--- config.mk ---
export PLATFORM = sky130hd
export DESIGN_NAME = rstsup_top
export DESIGN_NICKNAME = d
export VERILOG_FILES = /design/src/rtl/rstsup_pkg.sv /design/src/rtl/rstsup_holdoff.sv /design/src/rtl/rstsup_timer.sv /design/src/rtl/rstsup_top.sv
export SDC_FILE = /design/constraint.sdc
export NUM_CORES = 1
export LEC_CHECK = 0
export BUFFER_PORTS_ARGS = -buffer_cell sky130_fd_sc_hd__buf_4
export CORE_ASPECT_RATIO = 0.6
export CORE_MARGIN = 3
export CORE_UTILIZATION = 45
export DETAILED_ROUTE_END_ITERATION = 8
export PLACE_DENSITY = 0.69
export RECOVER_POWER = 25
export REMOVE_ABC_BUFFERS = 1
export SKIP_CTS_REPAIR_TIMING = 1
export SYNTH_ARGS = -nofsm -noshare
export SYNTH_HDL_FRONTEND = slang
export SYNTH_SLANG_ARGS = --single-unit
--- constraint.sdc ---
create_clock -name clk -period 7.29 [get_ports clk]
set_input_delay 0.3645 -clock clk [delete_from_list [all_inputs] [get_ports clk]]
set_output_delay 0.3645 -clock clk [all_outputs]
set_load 0.01 [all_outputs]
--- src/rtl/rstsup_pkg.sv ---
package rstsup_pkg;

  typedef enum logic [1:0] {
    TMO_SHORT = 2'b00,
    TMO_LONG  = 2'b01,
    TMO_PROG  = 2'b10,
    TMO_ALT   = 2'b11
  } tmo_mode_e;

  // Largest release delay any mode can request.
  function automatic int unsigned tmo_max(input int unsigned short_cyc,
                                          input int unsigned long_cyc,
                                          input int unsigned extra_w);
    int unsigned prog_max;
    prog_max = short_cyc + ((32'd1 << extra_w) - 32'd1);
    return (long_cyc > prog_max) ? long_cyc : prog_max;
  endfunction

  // Release delay in cycles for a given mode and extra value.
  function automatic int unsigned tmo_cycles(input tmo_mode_e mode,
                                             input int unsigned extra,
                                             input int unsigned short_cyc,
                                             input int unsigned long_cyc);
    case (mode)
      TMO_LONG: return long_cyc;
      TMO_PROG: return short_cyc + extra;
      default:  return short_cyc;
    endcase
  endfunction

endpackage

--- src/rtl/rstsup_holdoff.sv ---
module rstsup_holdoff #(
  parameter int unsigned NUM_RAILS = 4
) (
  input  logic [NUM_RAILS-1:0] rail_good,
  input  logic                 en_ok,
  input  logic                 shdn_n,
  input  logic                 fault_n,
  output logic [3:0]           hold_src,
  output logic                 hold_any
);
  logic [NUM_RAILS-1:0] rail_low;

  for (genvar g = 0; g < NUM_RAILS; g++) begin : g_rail
    assign rail_low[g] = ~rail_good[g];
  end

  assign hold_src[0] = |rail_low;
  assign hold_src[1] = ~en_ok;
  assign hold_src[2] = ~shdn_n;
  assign hold_src[3] = ~fault_n;
  assign hold_any    = |hold_src;
endmodule

--- src/rtl/rstsup_timer.sv ---
module rstsup_timer #(
  parameter int unsigned CW = 8
) (
  input  logic          clk,
  input  logic          por_n,
  input  logic          hold,
  input  logic [CW-1:0] limit,
  output logic [CW-1:0] elapsed,
  output logic          expire,
  output logic          released
);
  logic [CW-1:0] cnt_q;
  logic          rel_q;

  // Fires on the edge that completes the limit-th clear cycle.
  assign expire = ~hold & ~rel_q & (cnt_q >= limit - CW'(1));

  always_ff @(posedge clk or negedge por_n) begin
    if (!por_n) begin
      cnt_q <= '0;
      rel_q <= 1'b0;
    end else if (hold) begin
      cnt_q <= '0;
      rel_q <= 1'b0;
    end else if (!rel_q) begin
      if (expire) rel_q <= 1'b1;
      else        cnt_q <= cnt_q + CW'(1);
    end
  end

  assign elapsed  = cnt_q;
  assign released = rel_q;
endmodule

--- src/rtl/rstsup_top.sv ---
module rstsup_top
  import rstsup_pkg::*;
#(
  parameter int unsigned NUM_RAILS = 4,
  parameter int unsigned SHORT_CYC = 1000,
  parameter int unsigned LONG_CYC  = 12800000,
  parameter int unsigned EXTRA_W   = 16
) (
  input  logic                 clk,
  input  logic                 por_n,
  input  logic [NUM_RAILS-1:0] rail_good,
  input  logic                 en_ok,
  input  logic                 shdn_n,
  input  logic                 fault_n,
  input  logic [1:0]           tmo_mode,
  input  logic [EXTRA_W-1:0]   tmo_extra,
  output logic                 sys_rst_n
);
  localparam int unsigned MAXT = tmo_max(SHORT_CYC, LONG_CYC, EXTRA_W);
  localparam int unsigned CW   = $clog2(MAXT + 1);

  logic [3:0]    hold_src;
  logic          hold_any;
  logic [CW-1:0] limit;
  logic [CW-1:0] elapsed;
  logic          tmo_expire;
  logic          released;

  rstsup_holdoff #(.NUM_RAILS(NUM_RAILS)) u_hold (
    .rail_good (rail_good),
    .en_ok     (en_ok),
    .shdn_n    (shdn_n),
    .fault_n   (fault_n),
    .hold_src  (hold_src),
    .hold_any  (hold_any)
  );

  assign limit = CW'(tmo_cycles(tmo_mode_e'(tmo_mode), 32'(tmo_extra),
                                SHORT_CYC, LONG_CYC));

  rstsup_timer #(.CW(CW)) u_tmr (
    .clk      (clk),
    .por_n    (por_n),
    .hold     (hold_any),
    .limit    (limit),
    .elapsed  (elapsed),
    .expire   (tmo_expire),
    .released (released)
  );

  // Assertion path has no flop: any hold-off forces reset at once.
  assign sys_rst_n = released & ~hold_any;
endmodule

==> results.yml <==
status:
  status: "finished clean"
die:
  dieWidth_microns: 109
  core_area_sq_mm: 0.00589
  row_count: 21
  die_area_sq_mm: 0.00744
  io_pins: 28
  start_util_pct: 49.0
  fp.dieH_microns: 68.0
synthesis:
  avgSynthCellArea_sq_um: 8.37
  synth_xor_xnor_area_share_pct: 6.07
  synth_ff_type: "dfrtp_1"
  synth_simple_gate_area_share_pct: 28.0
  synth_edf_count: 0
  ys_seq_elements: 25
  synth_top_family_by_area: "simple AND/OR/NAND/NOR gates"
  synth.area.top_cells: "dfrtp_1 22%, ha_1 13%, a21oi_1 6.4%"
  synth.area.mux_share_pct: 2.17
  synth_top_area_share_pct: 21.7
  yosys_warnings: 0
  synth_fa_ha_area_share_pct: 13.0
  synth-async-reset-ratio_pct: 100
  postSynthCellCount: 345
  synth.distinct_cells: 65
  synth_compound_area_share_pct: 25.6
  ys_seq_area_share_pct: 21.7
  synth_top_area_cell: "dfrtp_1"
  syn_area_sq_mm: 0.00289
flow_run:
  cap_violations: 0
placed_design:
  io_buffers: 27
  gp_congestion: 0.854
  pre_cts_ws_ns: 2.24
  dp_hpwl_mm: 5.63
clocking:
  cts_tree: "yes"
  clock-root-buffer: "clkbuf_8"
  cts_sinks: 25
  clock_latency_ns: 0.27
  htree_num_levels: 1
  clk_pin_slew_worst_paths_ns: 0.08
  clock_path_buffers: 2
  cts_buffers: 3
power_and_ir_drop:
  p_per_area_mw_per_mm2: 97.3
  leakage_nw: 1.28
  ir_worst_vdd_uv: 69.4
route:
  finalWirelength_mm: 7.02
  drc: 0
  vias: 2681
  firstDrtPassIters: 4
  drtIter0Drc: 165
  antenna_left: 0
  routedWlPerCell_microns: 15.8
  via_per_inst: 6.04
timing:
  fmax_mhz: 204
  tightest_slew_ns: 1.36
  period_needed_ns: 4.90
  report.final.slew_viol_count: 0
  slew-limit-headroom_pct: 9.45
  finClkSkew_ns: 0.00149
  whs_ns: 0.512
  setup_tns_ns: 0
  rsz0062_at_grt: "no"
  fin_crit_sh_pct: 67.1
  finalSetupViolations: 0
  hold_violations: 0
  setup_slack_ns: 2.39
critical_path:
  cp_max_fo: 27
  worstPathRequired_ns: 7.49
  critPathKind: "in -> reg"
  critPathArrivalTime_ns: 5.09
  endpoint_kind: "flip-flop"
  r2r_setup_slack_ns: 4.46
  cp-start-kind: "input pin"
grt:
  grt_pass1_vias: 2346
  track_usage_pct: 20.0
  antenna_found_initial: 0
  grt_overflow_total: 0
  grt_max_degree: 28
  grt_first_pass_wirelength_mm: 11.8
final_layout:
  final_common_cell: "a21oi_1"
  fillCellCount: 560
  antenna_cells: 0
  area_growth_pct: 9.97
  drive_gt1_share_pct: 14.6
  nNetsFinal: 422
  layout.cells.most_common_list: "37 x a21oi_1, 30 x ha_1, 26 x buf_4"
  utilization_pct: 53.9
hold_path:
  min_path_type: "in -> reg"
metal layers:
metal / vias to the layer above / global-route usage [%] / wire (microns)
met5: - / 0 / 0
met1: 1250 / 32.2 / 3760
li1: 1354 / - / -
met3: 2 / 4.81 / 475
met2: 75 / 27.3 / 2770
met4: 0 / 1.56 / 15
report_power, final:
part / leakage [nW] / switching [W] / internal (W) / total [W]
clock network: 0.0228 / 0.0000438 / 0.0000392 / 0.0000830
logic: 0.905 / 0.0000503 / 0.0000371 / 0.0000874
registers: 0.349 / 0.0000000319 / 0.000139 / 0.000139
per-stage QoR:
step,instance area (sq um),cells,total power [W]
2_1_floorplan,2820,332,0.000196
3_3_place_gp,3120,439,0.000227
3_5_place_dp,3120,439,0.000227
4_1_cts,3170,443,0.000312
5_1_grt,3170,444,0.000331
6_report,3170,444,0.000309
final timing paths:
path / from / to / cells after the start
max reg2reg: u_tmr.elapsed[9] / u_tmr.elapsed[9] / 8
min: rail_good[1] / u_tmr.elapsed[6] / 4
min in group asynchronous: por_n / u_tmr.elapsed[20] / 2
min reg2reg: u_tmr.elapsed[23] / u_tmr.elapsed[23] / 2
max in group asynchronous: por_n / u_tmr.elapsed[11] / 2
max: tmo_mode[0] / u_tmr.elapsed[9] / 20
sequential cells by signal, summed over array words and instances, names as in the netlist:
name	cells
u_tmr.elapsed	24
u_tmr.released	1
Yosys cell counts (6+ instances only):
cell and instances:
xor2_1 10, nand3b_1 6, nand4_1 7, nand3_1 17, o21ai_0 18, dfrtp_1 25
or4_1 6, a21oi_1 37, xnor2_1 10, nor2_1 21, nor2b_1 6, nand2_1 20
inv_1 9, o31ai_1 8, or3_1 14, ha_1 30
layout make-up:
type	instances	area, sq um	area share (%)
sequential	25	626	19.7
multi-input combinational	298	2160	68.1
inverter	9	33.8	1.06
clock buffer	4	45.0	1.42
tap	80	100	3.15
timing repair buffer	28	209	6.58
critical path: stages:
cell	delay [ns]
buf_4	0.12
inv_1	0.05
ha_1	0.48
nor2b_1	0.71
nand2_1	0.18
ha_1	0.25
nand2_1	0.11
or3_1	0.15
nand2b_4	0.16
nor3b_1	0.05
o21ai_0	0.14
o21ai_0	0.10
ha_1	0.19
a21oi_1	0.20
o21ai_1	0.11
a211o_1	0.31
a41oi_4	0.30
o21ai_2	0.33
or4_1	0.60
a21oi_1	0.16
cells by family after synthesis:
group,count (synthesis)
simple gates,137
mux,6
fa+ha+maj,30
compound gates,105
xor+xnor,20
flops,25
buf+inv,22
Note: power is estimated with default switching activity, not from simulation.
